[src/rtl/gpio_pcint_pkg.sv]
package gpio_pcint_pkg;
  localparam int unsigned REG_AW = 4;

  typedef enum logic [REG_AW-1:0] {
    ADDR_IN   = 4'd0,
    ADDR_OUT  = 4'd1,
    ADDR_DIR  = 4'd2,
    ADDR_FSEL = 4'd3,
    ADDR_PULL = 4'd4,
    ADDR_EDGE = 4'd5,
    ADDR_IE   = 4'd6,
    ADDR_FLAG = 4'd7,
    ADDR_VEC  = 4'd8
  } reg_addr_e;
endpackage

[src/rtl/gpio_sync.sv]
module gpio_sync #(
  parameter int unsigned W      = 8,
  parameter int unsigned STAGES = 2
) (
  input  logic         clk_i,
  input  logic         rst_ni,
  input  logic [W-1:0] d_i,
  output logic [W-1:0] q_o
);
  logic [W-1:0] stage_q [STAGES];

  always_ff @(posedge clk_i or negedge rst_ni) begin
    if (!rst_ni) begin
      for (int s = 0; s < STAGES; s++) stage_q[s] <= '0;
    end else begin
      stage_q[0] <= d_i;
      for (int s = 1; s < STAGES; s++) stage_q[s] <= stage_q[s-1];
    end
  end

  assign q_o = stage_q[STAGES-1];
endmodule

[src/rtl/gpio_pin_mux.sv]
module gpio_pin_mux #(
  parameter int unsigned W = 8
) (
  input  logic         clk_i,
  input  logic         rst_ni,
  input  logic [W-1:0] out_i,
  input  logic [W-1:0] dir_i,
  input  logic [W-1:0] fsel_i,
  input  logic [W-1:0] pin_i,
  input  logic [W-1:0] periph_out_i,
  output logic [W-1:0] pad_out_o,
  output logic [W-1:0] pad_oe_o,
  output logic [W-1:0] periph_in_o
);
  for (genvar b = 0; b < W; b++) begin : g_pin
    logic hold_q;

    assign pad_out_o[b] = fsel_i[b] ? periph_out_i[b] : out_i[b];
    assign pad_oe_o[b]  = dir_i[b];

    // peripheral sees the pin only while it owns it
    always_ff @(posedge clk_i or negedge rst_ni) begin
      if (!rst_ni)        hold_q <= 1'b0;
      else if (fsel_i[b]) hold_q <= pin_i[b];
    end

    assign periph_in_o[b] = hold_q;
  end
endmodule

[src/rtl/gpio_irq_ctrl.sv]
module gpio_irq_ctrl #(
  parameter int unsigned W  = 8,
  parameter int unsigned VW = 16
) (
  input  logic          clk_i,
  input  logic          rst_ni,
  input  logic [W-1:0]  pin_i,
  input  logic [W-1:0]  edge_i,
  input  logic [W-1:0]  fsel_i,
  input  logic [W-1:0]  ie_i,
  input  logic          flag_wr_i,
  input  logic [W-1:0]  flag_wdata_i,
  input  logic          vec_rd_i,
  output logic [W-1:0]  flag_o,
  output logic [W-1:0]  rise_o,
  output logic [VW-1:0] vec_o,
  output logic          irq_o
);
  logic [W-1:0] trig, trig_q, flag_q, flag_d, pend, ack_oh;

  assign trig   = edge_i ^ pin_i;
  assign rise_o = trig & ~trig_q & ~fsel_i;
  assign pend   = flag_q & ie_i;

  // descending scan: lowest pending bit is assigned last
  always_comb begin
    vec_o  = '0;
    ack_oh = '0;
    for (int i = W - 1; i >= 0; i--) begin
      if (pend[i]) begin
        vec_o     = VW'(2 * i + 2);
        ack_oh    = '0;
        ack_oh[i] = 1'b1;
      end
    end
  end

  always_comb begin
    flag_d = flag_q;
    if (flag_wr_i) flag_d = flag_wdata_i;
    if (vec_rd_i)  flag_d = flag_d & ~ack_oh;
    flag_d = flag_d | rise_o;  // hardware set wins
  end

  always_ff @(posedge clk_i or negedge rst_ni) begin
    if (!rst_ni) begin
      trig_q <= '0;
      flag_q <= '0;
    end else begin
      trig_q <= trig;
      flag_q <= flag_d;
    end
  end

  assign flag_o = flag_q;
  assign irq_o  = |pend;
endmodule

[src/rtl/gpio_pcint_port.sv]
module gpio_pcint_port
  import gpio_pcint_pkg::*;
#(
  parameter int unsigned W        = 8,
  parameter int unsigned DW       = 16,
  parameter int unsigned SYNC_LEN = 2
) (
  input  logic              clk_i,
  input  logic              rst_ni,
  input  logic              bus_en_i,
  input  logic              bus_we_i,
  input  logic [REG_AW-1:0] bus_addr_i,
  input  logic [DW-1:0]     bus_wdata_i,
  output logic [DW-1:0]     bus_rdata_o,
  input  logic [W-1:0]      pad_in_i,
  output logic [W-1:0]      pad_out_o,
  output logic [W-1:0]      pad_oe_o,
  output logic [W-1:0]      pad_pull_en_o,
  output logic [W-1:0]      pad_pull_up_o,
  input  logic [W-1:0]      periph_out_i,
  output logic [W-1:0]      periph_in_o,
  output logic              irq_o
);
  logic [W-1:0] out_q, dir_q, fsel_q, pull_q, edge_q, ie_q;
  logic [W-1:0] sync_in, flag_q, edge_rise;
  logic [DW-1:0] vec_val;
  logic wr, rd, flag_wr, vec_rd;
  logic wdata_unused;

  assign wr      = bus_en_i & bus_we_i;
  assign rd      = bus_en_i & ~bus_we_i;
  assign flag_wr = wr & (bus_addr_i == ADDR_FLAG);
  assign vec_rd  = rd & (bus_addr_i == ADDR_VEC);
  assign wdata_unused = ^bus_wdata_i[DW-1:W];

  always_ff @(posedge clk_i or negedge rst_ni) begin
    if (!rst_ni) begin
      out_q  <= '0;
      dir_q  <= '0;
      fsel_q <= '0;
      pull_q <= '0;
      edge_q <= '0;
      ie_q   <= '0;
    end else if (wr) begin
      case (bus_addr_i)
        ADDR_OUT:  out_q  <= bus_wdata_i[W-1:0];
        ADDR_DIR:  dir_q  <= bus_wdata_i[W-1:0];
        ADDR_FSEL: fsel_q <= bus_wdata_i[W-1:0];
        ADDR_PULL: pull_q <= bus_wdata_i[W-1:0];
        ADDR_EDGE: edge_q <= bus_wdata_i[W-1:0];
        ADDR_IE:   ie_q   <= bus_wdata_i[W-1:0];
        default: ;
      endcase
    end
  end

  always_comb begin
    bus_rdata_o = '0;
    if (rd) begin
      case (bus_addr_i)
        ADDR_IN:   bus_rdata_o = DW'(sync_in);
        ADDR_OUT:  bus_rdata_o = DW'(out_q);
        ADDR_DIR:  bus_rdata_o = DW'(dir_q);
        ADDR_FSEL: bus_rdata_o = DW'(fsel_q);
        ADDR_PULL: bus_rdata_o = DW'(pull_q);
        ADDR_EDGE: bus_rdata_o = DW'(edge_q);
        ADDR_IE:   bus_rdata_o = DW'(ie_q);
        ADDR_FLAG: bus_rdata_o = DW'(flag_q);
        ADDR_VEC:  bus_rdata_o = vec_val;
        default:   bus_rdata_o = '0;
      endcase
    end
  end

  gpio_sync #(.W(W), .STAGES(SYNC_LEN)) u_sync (
    .clk_i (clk_i),
    .rst_ni(rst_ni),
    .d_i   (pad_in_i),
    .q_o   (sync_in)
  );

  gpio_pin_mux #(.W(W)) u_mux (
    .clk_i       (clk_i),
    .rst_ni      (rst_ni),
    .out_i       (out_q),
    .dir_i       (dir_q),
    .fsel_i      (fsel_q),
    .pin_i       (sync_in),
    .periph_out_i(periph_out_i),
    .pad_out_o   (pad_out_o),
    .pad_oe_o    (pad_oe_o),
    .periph_in_o (periph_in_o)
  );

  gpio_irq_ctrl #(.W(W), .VW(DW)) u_irq (
    .clk_i       (clk_i),
    .rst_ni      (rst_ni),
    .pin_i       (sync_in),
    .edge_i      (edge_q),
    .fsel_i      (fsel_q),
    .ie_i        (ie_q),
    .flag_wr_i   (flag_wr),
    .flag_wdata_i(bus_wdata_i[W-1:0]),
    .vec_rd_i    (vec_rd),
    .flag_o      (flag_q),
    .rise_o      (edge_rise),
    .vec_o       (vec_val),
    .irq_o       (irq_o)
  );

  assign pad_pull_en_o = pull_q;
  assign pad_pull_up_o = out_q;
endmodule

[config.mk]
export PLATFORM = sky130hd
export DESIGN_NAME = gpio_pcint_port
export DESIGN_NICKNAME = d
export VERILOG_FILES = /design/src/rtl/gpio_pcint_pkg.sv /design/src/rtl/gpio_sync.sv /design/src/rtl/gpio_pin_mux.sv /design/src/rtl/gpio_irq_ctrl.sv /design/src/rtl/gpio_pcint_port.sv
export SDC_FILE = /design/constraint.sdc
export NUM_CORES = 1
export LEC_CHECK = 0
export ABC_CLOCK_PERIOD_IN_PS = 2160
export BUFFER_PORTS_ARGS = -buffer_cell sky130_fd_sc_hd__buf_4
export CAP_MARGIN = 10
export CORE_MARGIN = 1.5
export CORE_UTILIZATION = 54
export DETAILED_ROUTE_END_ITERATION = 8
export GPL_TIMING_DRIVEN = 0
export PLACE_DENSITY = 0.8
export SKIP_CTS_REPAIR_TIMING = 1
export SLEW_MARGIN = 10
export SYNTH_ARGS = -nofsm -noshare
export SYNTH_HDL_FRONTEND = slang
export SYNTH_SLANG_ARGS = --single-unit
export TNS_END_PERCENT = 100
[constraint.sdc]
create_clock -name clk_i -period 2.16 [get_ports clk_i]
set_clock_uncertainty 0.15 [all_clocks]
set_input_delay 0.216 -clock clk_i [delete_from_list [all_inputs] [get_ports clk_i]]
set_output_delay 0.216 -clock clk_i [all_outputs]
set_load 0.01 [all_outputs]
==> flow_metrics.env <==
export IMPL_power_w=0.004671
export IMPL_ant_nets=0
export IMPL_grt_first_pass_wirelength_mm=15.64
export IMPL_r2r_end="u_irq.flag_o[6]"
export IMPL_gp_congestion=0.9139
export IMPL_place_area_um2=5027
export IMPL_finalNetCount=485
export IMPL_grt_total_usage_pct=24.70
export IMPL_netlist_area_um2=4288
export IMPL_startpoint_type="flop"
export IMPL_timing_rr_start="ie_q[2]"
export IMPL_insertion_delay_ns=0.36
export IMPL_drt_first_pass_iters=5
export IMPL_period_minus_slack_ns=2.296
export IMPL_num_rows=32
export IMPL_start_util_pct=55.78
export IMPL_clock_path_buffers=2
export IMPL_htree_num_levels=3
export IMPL_cts_tree="built"
export IMPL_syn2layout_area_growth_pct=27.43
export IMPL_setup_viol=3
export IMPL_avgSynthCellArea_um2=13.03
export IMPL_rsz0062_at_grt="true"
export IMPL_r2r_cells=6
export IMPL_die_y_um=92.11
export IMPL_ys_warn_count=0
export IMPL_required_ns=1.79
export IMPL_critPathMaxFanout=4
export IMPL_path_class="reg2out"
export IMPL_hpwl_mm=6.832
export IMPL_diodes=0
export IMPL_drt_iter0_drc=238
export IMPL_cp_top_family="compound AO/OA/AOI/OAI gates"
export IMPL_p_per_area_nw_per_um2=854.8
export IMPL_crit_buf_inv=2
export IMPL_ys_types=46
export IMPL_drc=0
export IMPL_fin_area_um2=5464
export IMPL_syn_inst=329
export IMPL_power_leakage_nw=2.538
export IMPL_period_share_pct=106.3
export IMPL_ys_seq_area_share_pct=51.36
export IMPL_vias_per_cell=5.571
export IMPL_crit_path_top_delay_cell="dfrtp_1"
export IMPL_p_clk_share_pct=24.1
export IMPL_path_depth=6
export IMPL_wl_per_cell_um=18.17
export IMPL_numCtsBuffers=9
export IMPL_p_int_w=0.003325
export IMPL_overflow=0
export IMPL_path_clk_slew_ns=0.08
export IMPL_max_stage_delay_ns=0.41
export IMPL_worst_setup_path_end_kind="output pin"
export IMPL_core_area_um2=7687
export IMPL_violations="negative setup slack"
export IMPL_max_vdd_ir_drop_v=0.0005011
export IMPL_cts_root_buf="clkbuf_8"
export IMPL_relSlewSlack_pct=29.12
export IMPL_fmax_ghz=0.4355
export IMPL_synth_seq_cells=88
export IMPL_cap_violations=0
export IMPL_dieArea_um2=8484
export IMPL_grt_pass1_vias=3087
export IMPL_routed_wl_mm=10.03
export IMPL_grt_max_degree=89
export IMPL_rrSetupSlack_ns=0.26
export IMPL_synth_edff_count=0
export IMPL_fin_util_pct=71.08
export IMPL_antenna_found_initial=0
export IMPL_die_x_um=92.11
export IMPL_hold_path_class="in2reg"
export IMPL_setup_slack_ns=-0.1363
export IMPL_async_reset_ff_share_pct=100.0
export IMPL_p_sw_share_pct=28.80
export IMPL_combPwrFrac_pct=28.9
export IMPL_hold_depth=2
export IMPL_cts_sinks=88
export IMPL_drive_above_1_share_pct=46.89
export IMPL_slew_violations=0
export IMPL_cp_data_arrival_time_ns=1.93
export IMPL_io_buffers=78
export IMPL_power_switching_w=0.001345
export IMPL_crit_start="ie_q[2]"
export IMPL_p_seq_share_pct=47.0
export IMPL_ys_flop_type="dfrtp_1"
export IMPL_path_cells="a222oi_1 -> buf_4 -> nand3_4 -> nor3_4 -> o21bai_4 -> buf_6"
export IMPL_outcome="finished with violations"
export IMPL_hold_viol_final=0
export IMPL_crit_path_end="bus_rdata_o[4]"
export IMPL_vias=3075
export IMPL_whs_ns=0.002856
export IMPL_ios=97
export IMPL_worst_slew_pin_slew_ns=1.063
==> through the flow <==
stage	TNS (ns)	worst slack, ns	cells
floorplan	0	0.3543	336
global placement	-0.1182	-0.1182	516
detailed placement	-0.1055	-0.1055	516
CTS	-0.7522	-0.5373	532
global route	-0.6455	-0.2443	552
finish	-0.2442	-0.1363	552
==> layer usage <==
layer | vias up | global-route usage [%] | wire [um]
met5 | - | 0 | 0
met4 | 0 | 8.333 | 121
met3 | 13 | 6.136 | 646
met2 | 127 | 40.12 | 4962
met1 | 1520 | 32.43 | 4300
li1 | 1415 | - | -
==> sequential cells by signal, summed over array words and instances (netlist names) <==
signal              count
u_sync.q_o              8
u_mux.g_pin.hold_q      8
fsel_q                  8
pad_pull_en_o           8
pad_pull_up_o           8
u_irq.flag_o            8
edge_q                  8
u_sync.stage_q          8
ie_q                    8
dir_q                   8
u_irq.trig_q            8
==> kinds of logic (layout without fill, tap and decap cells) <==
family / after synthesis / in the layout / share of synthesized area [%]
AO/OA/AOI/OAI: 42 / 42 / 6.711
other: 1 / 8 / 0.08746
flip-flops: 88 / 88 / 51.36
XOR/XNOR: 8 / 8 / 1.634
multiplexers: 89 / 89 / 25.94
buffers and inverters: 30 / 144 / 4.552
AND/OR/NAND/NOR: 71 / 71 / 9.717
==> cells in the final DEF, fill, tap and decap left out, types with 3 or more instances in the layout <==
master and n:
a21oi_1 4, a221oi_1 3, a22oi_1 7, buf_2 5, buf_4 99, clkbuf_1 7, clkbuf_8 10, conb_1 8
dfrtp_1 85, dfrtp_2 3, dlygate4sd3_1 16, mux2_2 53, mux2_4 16, mux2i_1 13, mux4_2 6, nand2_1 20
nand3_1 8, nor2_1 14, nor2b_1 4, nor3_1 3, o211ai_1 3, o21ai_0 10, o22ai_1 4, xor2_1 8
==> cells in the mapped netlist, drive strengths merged, types with 3 or more instances <==
| library cell | instances | area (um2) |
|---|---|---|
| nor3 | 5 | 36.29 |
| nor2b | 4 | 25.02 |
| a221oi | 4 | 35.03 |
| buf | 25 | 176.4 |
| a22oi | 7 | 52.55 |
| nor4 | 3 | 48.80 |
| clkbuf | 3 | 11.26 |
| xor2 | 8 | 70.07 |
| nand2 | 21 | 81.33 |
| nand3 | 10 | 62.56 |
| o211ai | 3 | 22.52 |
| mux2 | 69 | 837.1 |
| dfrtp | 88 | 2202 |
| mux4 | 6 | 135.1 |
| a21oi | 4 | 20.02 |
| o21ai | 11 | 55.05 |
| nor2 | 16 | 70.07 |
| o22ai | 4 | 25.02 |
| mux2i | 14 | 140.1 |
==> area by class of cell <==
type,instances,area [um2]
plain buffers,28,190.2
clock buffers,14,152.6
inverters,2,7.507
flip-flops and latches,88,2206
multi-input cells,218,1962
fillers,575,2223
well taps,102,127.6
clock inverters,2,38.79
repair buffers,98,779.5
==> power groups by stage <==
stage	clock, W	combinational (W)	sequential, W
finish	0.00112	0.00135	0.00220
global route	0.00120	0.00146	0.00224
CTS	0.00115	0.00129	0.00219
detailed placement	0	0.00129	0.00223
global placement	0	0.00125	0.00221
floorplan	0	0.000760	0.00220
==> how the worst min path moves through the flow <==
stage / from / end
detailed placement: pad_in_i[0] / u_sync.stage_q[8]
CTS: pad_in_i[0] / u_sync.stage_q[8]
global placement: pad_in_i[5] / u_sync.stage_q[13]
global route: bus_wdata_i[1] / dir_q[1]
floorplan: rst_ni / dir_q[0]
finish: bus_wdata_i[1] / fsel_q[1]
(Power assumes the default switching activity.)
